===== src/rtl/adc_seq_pkg.sv =====
package adc_seq_pkg;
  typedef enum logic [2:0] {
    MODE_CONT   = 3'b000,
    MODE_SINGLE = 3'b001,
    MODE_IDLE   = 3'b010,
    MODE_PDN    = 3'b011,
    MODE_ZS_INT = 3'b100,
    MODE_FS_INT = 3'b101,
    MODE_ZS_SYS = 3'b110,
    MODE_FS_SYS = 3'b111
  } mode_e;

  typedef enum logic [2:0] {
    ST_IDLE,
    ST_PDN,
    ST_PWRUP,
    ST_CONV,
    ST_CAL
  } state_e;
endpackage


===== src/rtl/seq_cnt.sv =====
module seq_cnt #(
  parameter int CW = 16
) (
  input  logic          clk,
  input  logic          rst_n,
  input  logic          clr,
  input  logic          run,
  input  logic [CW-1:0] limit,
  output logic          tc
);
  logic [CW-1:0] cnt_q, cnt_d;

  assign tc = run && (cnt_q == limit - CW'(1));

  always_comb begin
    cnt_d = cnt_q;
    if (clr)      cnt_d = '0;
    else if (tc)  cnt_d = '0;
    else if (run) cnt_d = cnt_q + CW'(1);
  end

  always_ff @(posedge clk or negedge rst_n) begin
    if (!rst_n) cnt_q <= '0;
    else        cnt_q <= cnt_d;
  end
endmodule


===== src/rtl/seq_coef_bank.sv =====
module seq_coef_bank #(
  parameter int NCH = 4,
  parameter int DW  = 24,
  localparam int CHW = (NCH > 1) ? $clog2(NCH) : 1
) (
  input  logic              clk,
  input  logic              rst_n,
  input  logic              we,
  input  logic              full,
  input  logic [CHW-1:0]    sel,
  input  logic [DW-1:0]     din,
  output logic [NCH*DW-1:0] ofs_flat,
  output logic [NCH*DW-1:0] fs_flat
);
  for (genvar k = 0; k < NCH; k++) begin : g_ch
    logic ofs_en, fs_en;
    assign ofs_en = we && !full && (sel == CHW'(k));
    assign fs_en  = we &&  full && (sel == CHW'(k));

    always_ff @(posedge clk or negedge rst_n) begin
      if (!rst_n)      ofs_flat[k*DW +: DW] <= '0;
      else if (ofs_en) ofs_flat[k*DW +: DW] <= din;
    end

    always_ff @(posedge clk or negedge rst_n) begin
      if (!rst_n)     fs_flat[k*DW +: DW] <= '0;
      else if (fs_en) fs_flat[k*DW +: DW] <= din;
    end
  end
endmodule


===== src/rtl/seq_fsm.sv =====
module seq_fsm
  import adc_seq_pkg::*;
#(
  parameter int DW  = 24,
  parameter int CHW = 2
) (
  input  logic           clk,
  input  logic           rst_n,
  input  logic           cfg_we,
  input  logic [2:0]     cfg_mode,
  input  logic [CHW-1:0] cfg_chan,
  input  logic           rd_req,
  input  logic           cont_read,
  input  logic           tc,
  input  logic [DW-1:0]  filt_data,
  output state_e         state,
  output logic [1:0]     cal_kind,
  output logic [CHW-1:0] chan,
  output logic           rdy_n,
  output logic [DW-1:0]  data_reg,
  output logic           present,
  output logic           data_we,
  output logic           coef_we,
  output logic           coef_full
);
  mode_e          mode_q, mode_d;
  state_e         state_q, state_d;
  logic [CHW-1:0] chan_q, chan_d;
  logic           rdy_q, rdy_d;
  logic           pres_q, pres_d;

  function automatic state_e entry_state(mode_e m);
    case (m)
      MODE_CONT:   return ST_CONV;
      MODE_SINGLE: return ST_PWRUP;
      MODE_IDLE:   return ST_IDLE;
      MODE_PDN:    return ST_PDN;
      default:     return ST_CAL;
    endcase
  endfunction

  assign data_we   = !cfg_we && tc && (state_q == ST_CONV);
  assign coef_we   = !cfg_we && tc && (state_q == ST_CAL);
  assign coef_full = mode_q[0];

  always_comb begin
    mode_d  = mode_q;
    state_d = state_q;
    chan_d  = chan_q;
    rdy_d   = rdy_q;
    pres_d  = (data_we && cont_read) || (rd_req && !cont_read);
    if (cfg_we) begin
      mode_d  = mode_e'(cfg_mode);
      chan_d  = cfg_chan;
      state_d = entry_state(mode_e'(cfg_mode));
      rdy_d   = 1'b1;
    end else begin
      if (rd_req) rdy_d = 1'b1;
      if (tc) begin
        case (state_q)
          ST_PWRUP: state_d = ST_CONV;
          ST_CONV: begin
            rdy_d = 1'b0;
            if (mode_q != MODE_CONT) state_d = ST_PDN;
          end
          ST_CAL: begin
            rdy_d   = 1'b0;
            state_d = ST_IDLE;
            mode_d  = MODE_IDLE;
          end
          default: ;
        endcase
      end
    end
  end

  always_ff @(posedge clk or negedge rst_n) begin
    if (!rst_n) begin
      mode_q  <= MODE_CONT;
      state_q <= ST_CONV;
      chan_q  <= '0;
      rdy_q   <= 1'b1;
      pres_q  <= 1'b0;
    end else begin
      mode_q  <= mode_d;
      state_q <= state_d;
      chan_q  <= chan_d;
      rdy_q   <= rdy_d;
      pres_q  <= pres_d;
    end
  end

  always_ff @(posedge clk or negedge rst_n) begin
    if (!rst_n)       data_reg <= '0;
    else if (data_we) data_reg <= filt_data;
  end

  assign state    = state_q;
  assign cal_kind = mode_q[1:0];
  assign chan     = chan_q;
  assign rdy_n    = rdy_q;
  assign present  = pres_q;

  a_r8_write_raises_rdy: assert property (@(posedge clk) disable iff (!rst_n)
    cfg_we |=> rdy_n);
  a_r5_rdy_falls_on_result: assert property (@(posedge clk) disable iff (!rst_n)
    $fell(rdy_n) |-> $past(tc));
  a_r6_cal_to_idle: assert property (@(posedge clk) disable iff (!rst_n)
    (state_q == ST_CAL && tc && !cfg_we) |=> (state_q == ST_IDLE && !rdy_n));
endmodule


===== src/rtl/adc_mode_seq.sv =====
module adc_mode_seq
  import adc_seq_pkg::*;
#(
  parameter int NCH = 4,
  parameter int DW  = 24,
  parameter int CW  = 16,
  localparam int CHW = (NCH > 1) ? $clog2(NCH) : 1
) (
  input  logic              clk,
  input  logic              rst_n,
  input  logic              cfg_we,
  input  logic [2:0]        cfg_mode,
  input  logic [CHW-1:0]    cfg_chan,
  input  logic [CW-1:0]     pwrup_cycles,
  input  logic [CW-1:0]     settle_cycles,
  input  logic              cont_read,
  input  logic              rd_req,
  input  logic [DW-1:0]     filt_data,
  output logic              mod_pwr,
  output logic              mod_run,
  output logic              filt_rst,
  output logic              cal_act,
  output logic [1:0]        cal_kind,
  output logic              rdy_n,
  output logic [DW-1:0]     data_reg,
  output logic              present,
  output logic [NCH*DW-1:0] ofs_flat,
  output logic [NCH*DW-1:0] fs_flat
);
  logic [1:0]     rst_sync;
  logic           rst_i;
  state_e         state;
  logic [CHW-1:0] chan;
  logic           tc, run;
  logic [CW-1:0]  limit;
  logic           data_we, coef_we, coef_full;

  // reset asserts at once, releases after two clock edges
  always_ff @(posedge clk or negedge rst_n) begin
    if (!rst_n) rst_sync <= 2'b00;
    else        rst_sync <= {rst_sync[0], 1'b1};
  end
  assign rst_i = rst_sync[1];

  assign run      = (state == ST_PWRUP) || (state == ST_CONV) || (state == ST_CAL);
  assign limit    = (state == ST_PWRUP) ? pwrup_cycles : settle_cycles;
  assign mod_pwr  = (state != ST_PDN);
  assign mod_run  = (state == ST_CONV) || (state == ST_CAL);
  assign filt_rst = (state == ST_IDLE) || (state == ST_PDN) || (state == ST_PWRUP);
  assign cal_act  = (state == ST_CAL);

  seq_cnt #(.CW(CW)) u_cnt (
    .clk(clk), .rst_n(rst_i), .clr(cfg_we), .run(run), .limit(limit), .tc(tc)
  );

  seq_fsm #(.DW(DW), .CHW(CHW)) u_fsm (
    .clk(clk), .rst_n(rst_i), .cfg_we(cfg_we), .cfg_mode(cfg_mode),
    .cfg_chan(cfg_chan), .rd_req(rd_req), .cont_read(cont_read), .tc(tc),
    .filt_data(filt_data), .state(state), .cal_kind(cal_kind), .chan(chan),
    .rdy_n(rdy_n), .data_reg(data_reg), .present(present), .data_we(data_we),
    .coef_we(coef_we), .coef_full(coef_full)
  );

  seq_coef_bank #(.NCH(NCH), .DW(DW)) u_coef (
    .clk(clk), .rst_n(rst_i), .we(coef_we), .full(coef_full), .sel(chan),
    .din(filt_data), .ofs_flat(ofs_flat), .fs_flat(fs_flat)
  );

  a_r10_no_store_in_reset: assert property (@(posedge clk) disable iff (!rst_i)
    filt_rst |-> (!data_we && !coef_we));
  a_r2_pdn_unpowered: assert property (@(posedge clk) disable iff (!rst_i)
    (cfg_we && cfg_mode == 3'b011) |=> !mod_pwr);
  a_r7_single_target: assert property (@(posedge clk) disable iff (!rst_i)
    $onehot0({data_we, coef_we}));
endmodule


===== config.mk =====
export PLATFORM = sky130hd
export DESIGN_NAME = adc_mode_seq
export DESIGN_NICKNAME = d
export VERILOG_FILES = /design/src/rtl/adc_seq_pkg.sv /design/src/rtl/seq_cnt.sv /design/src/rtl/seq_coef_bank.sv /design/src/rtl/seq_fsm.sv /design/src/rtl/adc_mode_seq.sv
export SDC_FILE = /design/constraint.sdc
export NUM_CORES = 1
export LEC_CHECK = 0
export ABC_AREA = 1
export BUFFER_PORTS_ARGS = -buffer_cell sky130_fd_sc_hd__buf_4
export CELL_PAD_IN_SITES_DETAIL_PLACEMENT = 2
export CELL_PAD_IN_SITES_GLOBAL_PLACEMENT = 2
export CORE_ASPECT_RATIO = 2
export CORE_MARGIN = 2
export CORE_UTILIZATION = 31
export DETAILED_ROUTE_END_ITERATION = 10
export GPL_TIMING_DRIVEN = 0
export HOLD_SLACK_MARGIN = 0.03
export PLACE_DENSITY_LB_ADDON = 0.3
export SLEW_MARGIN = 0
export SYNTH_ARGS = -nofsm -noshare
export SYNTH_HDL_FRONTEND = slang
export SYNTH_SLANG_ARGS = --single-unit

===== constraint.sdc =====
create_clock -name clk -period 10.12 [get_ports clk]
set_clock_uncertainty 0.05 [all_clocks]
set_input_delay 0 -clock clk [delete_from_list [all_inputs] [get_ports clk]]
set_output_delay 0 -clock clk [all_outputs]
set_load 0.02 [all_outputs]

== Word-level counts from Yosys, hierarchy flattened ==
Cells that the tools add are included.
Cells by class
  add/subtract/negate cells: 2
  eq/ne operators: 13
  muxes and demuxes: 16
  reduce and logical (&&, ||, !) cells: 36
Operators with widths (number)
  $mux 16: 4
  $mux 3: 6
  $add 16x1->16 const B: 1
  $eq 16x16->1: 1
  $logic_and 1x1->1: 16
  $sub 16x1->16 const B: 1
  $eq 3x2->1 const B: 4
  $pmux 3 s4: 1
  $pmux 3 s3: 1
  $eq 3x1->1 const B: 2
  $logic_not 3->1: 2
  $logic_or 1x1->1: 6
  $reduce_bool 3->1: 2
  $eq 2x2->1 const B: 2
  $mux 1: 4
  $reduce_bool 2->1: 2
  $reduce_bool 4->1: 1
  $eq 3x3->1 const B: 1
  $logic_not 1->1: 3
  $ne 3x1->1 const B: 1
  $ne 3x2->1 const B: 1
  $reduce_and 3->1: 1
  $eq 2x1->1 const B: 1
  $logic_not 2->1: 1
  other kinds (2): 2
Storage, ports and cells
  register bits after elaboration: 244
  output and inout port bits: 224

== Longest topological paths before layout ==
Gate-level depths: netlist (run 1).
  depth after elaboration: 9
  mapped depth: 23

== By module ==
A second synthesis (run 1) with hierarchy kept.
Unflattened totals
  cell total of the unflattened synthesis: 1382
  area, all modules: 11219.5 µm²
By module, submodules not included
  seq_coef_bank: instances 1, cells an instance 866, area an instance 7606.0 µm², seq. area each 4804.6 µm²
  seq_cnt: instances 1, cells an instance 276, area an instance 1767.9 µm², seq. area each 400.4 µm²
  seq_fsm: instances 1, cells an instance 173, area an instance 1467.7 µm², seq. area each 854.6 µm²
  adc_mode_seq: instances 1, cells an instance 67, area an instance 377.9 µm², seq. area each 50.0 µm²

== Worst setup path before layout (run 1) ==
No wires, ideal clock.
  path kind: register to register
  from: register u_fsm.state_q[1], in the netlist u_fsm.state[1]
  to: register u_coef.fs_flat[24]
  setup time: 0.117 ns
  data arrival time: 2.789 ns
  setup slack: 7.163 ns
  cell stages (with the launch flop): 23
  clock period less this slack: 2.957 ns
  cell sequence: dfstp_2 -> inv_2 -> nor2_4 -> nand3_1 -> nand2_1 -> ha_1 -> xnor2_1 -> a21oi_1 -> nand2_1 -> nor2_1 -> nand3_1 -> nor2_1 -> nand2_1 -> inv_1 -> nand2_1 -> nor2_1 -> nand2_1 -> nor2_4 -> buf_6 -> nand4_4 -> buf_2 -> nand2_1 -> nand2_1
Between the ends
  longest elaborated chain between the ends: 9
  elaborated cells between the ends (all ways): 13
Ends and longest elaborated chain
  start, declared: line seq_fsm.sv:27  | state_e state_q, state_d;
  start signal, assigned: line seq_fsm.sv:86  | state_q <= state_d;
  $eq 3x2->1: line adc_mode_seq.sv:45, adc_mode_seq.sv:46
  $mux 16: line adc_mode_seq.sv:46  | assign limit = (state == ST_PWRUP) ? pwrup_cycles : settle_cycles;
  $sub 16x1->16: line seq_cnt.sv:13  | assign tc = run && (cnt_q == limit - CW'(1));
  $eq 16x16->1: line seq_cnt.sv:13
  $logic_and 1x1->1: line seq_cnt.sv:13
  $logic_and 1x1->1: line seq_fsm.sv:43  | assign coef_we = !cfg_we && tc && (state_q == ST_CAL);
  $logic_and 1x1->1 *: line seq_fsm.sv:43
  $logic_and 1x1->1 * (2 in series): line seq_coef_bank.sv:18  | assign fs_en = we && full && (sel == CHW'(k));
  end signal, assigned by index: line seq_coef_bank.sv:27  | else if (fs_en) fs_flat[k*DW +: DW] <= din;
  end, declared: line seq_coef_bank.sv:13  | output logic [NCH*DW-1:0] fs_flat
Every way passes the cells marked *; elsewhere a longest branch is shown, timed or not.
A chain may end at the register's enable or synchronous reset.

== Worst setup path after layout (run 1) ==
  from: register u_fsm.state_q[0], in the netlist u_fsm.state[0]
  to: register u_fsm.mode_q[0]
Between the ends
  longest elaborated chain between the ends: 7
  elaborated cells between the ends (all ways): 12
Ends and longest elaborated chain
  $eq 3x2->1: line adc_mode_seq.sv:45, adc_mode_seq.sv:46
  $mux 16: line adc_mode_seq.sv:46
  $sub 16x1->16: line seq_cnt.sv:13
  $eq 16x16->1: line seq_cnt.sv:13
  $logic_and 1x1->1: line seq_cnt.sv:13
  $reduce_bool 2->1 (no line)
  $reduce_and 2->1 (no line) *
  end signal, assigned: line seq_fsm.sv:85  | mode_q <= mode_d;
  end, declared: line seq_fsm.sv:26  | mode_e mode_q, mode_d;
Marked as above.

==> flow_summary_export.csv, run 1 <==
group,metric,value,unit
logic_synthesis,syn-instance-count,1388,
global_routing,met2_usage,0.543,
route,dr.pass1.iters,4,
global_routing,busiest_layer,"met2",
floorplanning,die_y,275,microns
route,drcViolationCount,0,
worst_setup_path,critPathRequiredTime,10.50,ns
clock_network,worstSkewPairLatency,0.54,ns
clock_network,cts_made_buffers,24,
run,cap_viol_max_count,0,
hold_path,hold_end,"u_fsm.data_reg[21]",
sta,drv_slew,0,
floorplanning,core_area,0.0364,sq mm
worst_setup_path,critPathArrivalTime,4.75,ns
floorplanning,die-area,0.0384,sq mm
layout,diodes,0,
logic_synthesis,seq_area_frac_synth,0.536,
logic_synthesis,synth_top_area_frac,0.529,
logic_synthesis,synthTopCellsByCount,"nand2_1, dfrtp_1, nand4_1, clkbuf_1, nand3_1",
floorplanning,die_w,140,microns
placed_design,portBuffers,265,
logic_synthesis,ys_warn_count,0,
sta,worst_slew_pin_slew,1.05,ns
logic_synthesis,synth_top_flop_cell,"dfrtp_1",
placed_design,dpl_cell_area,0.0140,sq mm
worst_setup_path,timing.rr.end,"u_fsm.mode_q[0]",
pwr,power_density,144,mW/mm^2
route,wl_per_cell,24.4,microns
sta,setup-violations-final,0,
sta,final-hold-violation-count,0,
route,wirelength,53000,microns
layout,nets,1773,
route,drtAntennaViolNets,0,
worst_setup_path,ff2ff_path_depth,19,
route,num_vias,11500,
sta,slew_headroom,0.300,
layout,final_cell_area,0.0150,sq mm
sta,period_share,0.432,
clock_network,cts.sinks,244,
status,status,"completed",
global_routing,grt_max_degree,64,
pwr,total_power,0.00217,W
hold_path,hp-start,"filt_data[21]",
placed_design,place_inst,2110,
route,drtIter0Drc,420,
sta,fin_tns_setup,0,ns
global_routing,grt_pass1_vias,13100,
logic_synthesis,ys_seq_elements,244,
hold_path,hold_path_depth,3,
worst_setup_path,r2r_slack,5.75,ns
pwr,irDropWorstVdd,0.126,mV
global_routing,grtUsageMet3,0.0456,
worst_setup_path,worstPathMaxFanout,10,
sta,fmax,229,MHz
logic_synthesis,netlist_area,0.0114,sq mm
worst_setup_path,critPathCaptureType,"register",
logic_synthesis,synthArstFlopShare,1.00,
global_routing,grt_first_pass_wirelength,79000,microns
global_routing,grtUsageMet1,0.253,
logic_synthesis,synth.most_common_cell,"nand2_1",
logic_synthesis,syn-num-nets,1456,
global_routing,grt_usage,0.272,
layout,fin_cells,2173,
global_routing,antenna_found_initial,0,
route,vias_per_cell,5.31,
sta,whs,0.0467,ns
layout,drive_gt1_frac,0.216,
sta,rsz0062_at_grt,"no",
clock_network,cts_tree,"done",
clock_network,cts_resized,0,
clock_network,clockBufferDepth,3,
logic_synthesis,avgSynthCellArea,8.21,sq um
worst_setup_path,worstReg2RegStart,"u_fsm.state[0]",
floorplanning,start_util,0.313,
logic_synthesis,synth_edf_count,0,
floorplanning,rows,99,
logic_synthesis,synth_top_area_cell,"dfrtp_1",
layout,area_growth,31.9,%
hold_path,hp-class,"input pin to register",
placed_design,place.gp.congestion,0.881,
clock_network,path_clk_slew,0.07,ns
global_routing,overflow,0,
clock_network,cts-root-buf,"clkbuf_16",
worst_setup_path,crit_path_start_kind,"register",
placed_design,dp_hpwl,40400,microns
floorplanning,io_pins,290,
logic_synthesis,synth_cell_types,35,
clock_network,htreeDepth,1,
sta,fin_crit,4.37,ns
logic_synthesis,ys_top_cells_by_area,"dfrtp_1, nand2_1, nand4_1",
pwr,power.leakage,8.28,nW
worst_setup_path,critPathKind,"register to register",
-- logic make-up after synthesis --
group	count (synthesis)	synth area share
xor gates and xnor gates	12	0.0104
and+or+nand+nor	918	0.368
other	1	0.000329
buffers and inverters	182	0.0700
DFF	244	0.536
AOI/OAI and AO/OA	29	0.0136
adders and majority gates	2	0.00219
-- worst max-delay path, stage by stage, from the launching register on --
cell           delay [ns]
dfstp_2              0.59
inv_2                0.12
nand3_4              0.17
buf_6                0.17
nand2_1              0.06
o21ai_1              0.12
nand2_1              0.17
nor2_1               0.23
inv_1                0.07
nor2_1               0.28
nand3_1              0.13
nand2_1              0.18
nand2_1              0.09
nor2_2               0.16
nand3_1              0.21
nand2_1              0.43
nand2_1              0.24
nand2_1              0.12
o21ai_0              0.09
dlygate4sd3_1        0.56
-- cell type report --
| cell class | count | area (sq um) |
|---|---|---|
| Fill cell | 4148 | 21400 |
| Sequential cell | 244 | 6110 |
| Multi-Input combinational cell | 962 | 4490 |
| Timing Repair Buffer | 291 | 2300 |
| Clock buffer | 37 | 751 |
| Tap cell | 454 | 568 |
| Buffer | 116 | 551 |
| Inverter | 66 | 248 |
| Clock inverter | 3 | 15.0 |
-- layer usage --
layer  vias to the layer above  part of all wire
met5                         -                 0
met4                         0             0.068
met3                       149             0.047
met2                       330              0.56
met1                      5852              0.32
li1                       5205                 -
-- worst max path at each step --
stage                         startpoint                 end  slack [ns]  cells after the start
after floorplan              rst_sync[1]      u_cnt.cnt_q[0]        2.77                      0
after global placement       rst_sync[1]     u_fsm.mode_q[1]       -0.48                      0
after detailed placement  u_fsm.state[1]  u_coef.fs_flat[70]        6.00                     19
after CTS                 u_fsm.state[1]     u_fsm.mode_q[0]        5.74                     18
after global routing      u_fsm.state[1]     u_fsm.mode_q[0]        5.44                     18
final                     u_fsm.state[0]     u_fsm.mode_q[0]        5.75                     19
-- cell usage in the layout, fill, tap and decap left out, drive strengths merged, types with 3 or more instances in the layout --
master,netlist,routed
nand2,579,579
buf,38,306
dfrtp,241,241
nand4,206,206
clkbuf,78,115
inv,65,65
nand3,63,63
nor2,50,50
dlygate4sd3,0,23
o21ai,16,16
nor3,11,11
a21oi,9,9
xor2,9,9
clkinv,1,4
or2,3,3
nor3b,3,3
dfstp,3,3
-- what timing repair did --
item / 4_1_cts / 5_1_grt
setup buffers: 0 / 0
hold endpoints to repair: 50 / 0
hold buffers: 23 / 0
-- metrics by stage --
| step | utilization | worst slack, ns |
|---|---|---|
| 2_1_floorplan | - | 2.77 |
| 5_1_grt | 0.413 | 5.44 |
| 4_1_cts | 0.413 | 5.74 |
| 3_5_place_dp | 0.386 | 6.00 |
| 6_report | 0.413 | 5.75 |
| 3_3_place_gp | 0.383 | -0.481 |
-- power breakdown --
| group | leakage, nW | internal, W | switching (W) |
|---|---|---|---|
| clock network | 0.382 | 0.000506 | 0.000406 |
| registers | 3.38 | 0.000983 | 0.0000147 |
| logic | 4.52 | 0.0000651 | 0.000198 |
No activity file was read; power rests on OpenSTA's default activity.
==> run 2, diff against run 1 <==
==> constraint.sdc (replaced) <==
create_clock -name clk -period 4.5 [get_ports clk]
set_clock_uncertainty 0.05 [all_clocks]
set_input_delay 0 -clock clk [delete_from_list [all_inputs] [get_ports clk]]
set_output_delay 0 -clock clk [all_outputs]
set_load 0.02 [all_outputs]
==> flow_summary_export.csv, run 2 (synthesis gave the netlist of run 1 again) <==
group,metric,value,unit
pwr,power_density,317,mW/mm^2
floorplanning,die_y,275,microns
route,wirelength,52500,microns
sta,final-hold-violation-count,0,
route,wl_per_cell,24.1,microns
floorplanning,start_util,0.313,
sta,setup-violations-final,0,
pwr,power.leakage,8.30,nW
clock_network,cts_tree,"done",
global_routing,grt_first_pass_wirelength,78600,microns
sta,slew_headroom,0.324,
clock_network,clockBufferDepth,3,
route,num_vias,11500,
worst_setup_path,crit_path_start_kind,"register",
worst_setup_path,critPathRequiredTime,4.93,ns
global_routing,antenna_found_initial,0,
route,drcViolationCount,0,
route,dr.pass1.iters,4,
layout,final_cell_area,0.0151,sq mm
layout,diodes,0,
placed_design,dpl_cell_area,0.0141,sq mm
pwr,irDropWorstVdd,0.264,mV
sta,fin_tns_setup,0,ns
status,status,"completed",
floorplanning,io_pins,290,
floorplanning,die-area,0.0384,sq mm
clock_network,cts-root-buf,"clkbuf_16",
worst_setup_path,critPathCaptureType,"register",
clock_network,cts.sinks,244,
layout,drive_gt1_frac,0.216,
sta,drv_slew,0,
sta,whs,0.0603,ns
route,vias_per_cell,5.29,
clock_network,worstSkewPairLatency,0.54,ns
floorplanning,die_w,140,microns
sta,period_share,0.920,
sta,worst_slew_pin_slew,1.01,ns
worst_setup_path,critPathKind,"register to register",
global_routing,grt_pass1_vias,13000,
layout,num-fill-cells,4203,
floorplanning,core_area,0.0364,sq mm
floorplanning,rows,99,
sta,fin_crit,4.14,ns
clock_network,htreeDepth,1,
global_routing,grt_usage,0.270,
route,drtAntennaViolNets,0,
layout,layout_common_cells,"nand2_1, buf_4, dfrtp_1",
global_routing,overflow,0,
placed_design,portBuffers,265,
run,cap_viol_max_count,0,
worst_setup_path,worstPathMaxFanout,10,
layout,area_growth,32.5,%
global_routing,grt_max_degree,65,
clock_network,cts_made_buffers,23,
layout,layout_commonest_cell,"nand2_1",
layout,nets,1781,
sta,fmax,241,MHz
worst_setup_path,critPathArrivalTime,4.57,ns
clock_network,path_clk_slew,0.06,ns
placed_design,dp_hpwl,40000,microns
route,drtIter0Drc,414,
hold_path,hp-class,"input pin to register",
placed_design,place.gp.congestion,0.876,
## run 2: final timing paths
path	startpoint	to	slack, ns	cells after the start
worst max-delay path	u_fsm.state[0]	u_fsm.present	0.36	18
worst min-delay path	filt_data[22]	u_fsm.data_reg[22]	0.06	3
worst max register to register	u_fsm.state[0]	u_fsm.present	0.36	18
worst min register to register	rst_sync[1]	u_coef.ofs_flat[44]	0.28	0
max in group asynchronous	rst_sync[1]	u_fsm.data_reg[15]	2.75	3
min in group asynchronous	rst_sync[1]	u_coef.ofs_flat[44]	0.28	0
## run 2: final cells by class
type | instances | area (sq um) | area share
tap | 454 | 568 | 0.0376
multi-input combinational | 962 | 4500 | 0.298
clock buffer | 39 | 706 | 0.0467
inverter | 66 | 248 | 0.0164
timing repair buffer | 300 | 2400 | 0.159
sequential | 244 | 6110 | 0.405
clock inverter | 2 | 13.8 | 0.000911
buffer | 116 | 553 | 0.0366
## run 2: where the power goes
| part | internal (W) | switching (W) | leakage [nW] |
|---|---|---|---|
| clock | 0.00106 | 0.000887 | 0.353 |
| sequential | 0.00221 | 0.0000287 | 3.38 |
| combinational | 0.000155 | 0.000448 | 4.57 |
| total | 0.00343 | 0.00136 | 8.30 |
## run 2: per-layer routing
| metal | global-route usage | vias to the layer above | wire [microns] |
|---|---|---|---|
| li1 | - | 5224 | - |
| met5 | 0 | - | 0 |
| met2 | 0.536 | 333 | 29300 |
| met3 | 0.0435 | 130 | 2420 |
| met4 | 0.164 | 0 | 3660 |
| met1 | 0.255 | 5855 | 17100 |
## run 2: per-stage QoR
stage	util	worst slack, ns	total power (W)	cells
floorplan	-	0.447	0.00260	1388
global placement	0.383	-1.28	0.00283	2107
detailed placement	0.386	0.412	0.00286	2111
CTS	0.413	0.153	0.00484	2179
global route	0.415	-0.00798	0.00496	2183
finish	0.415	0.359	0.00479	2183
## run 2: what timing repair did
action                     4_1_cts  5_1_grt
hold buffers                    27        0
setup endpoints to repair        0        3
resized for setup                0        5
hold endpoints to repair        63        0
setup buffers                    0        4
## run 2: worst max-delay path, cell delays in order (launching register included)
cell,delay (ns)
dfstp_2,0.59
inv_2,0.12
nand3_4,0.17
nand2_1,0.07
nand2_1,0.17
ha_1,0.23
nand3_1,0.26
nor2_1,0.24
nand2_1,0.07
nand2_1,0.07
nand2_1,0.11
nor3_2,0.25
nand2_1,0.12
nor2_4,0.21
buf_6,0.20
nand2_2,0.13
buf_4,0.25
a21oi_1,0.19
dlygate4sd3_1,0.57
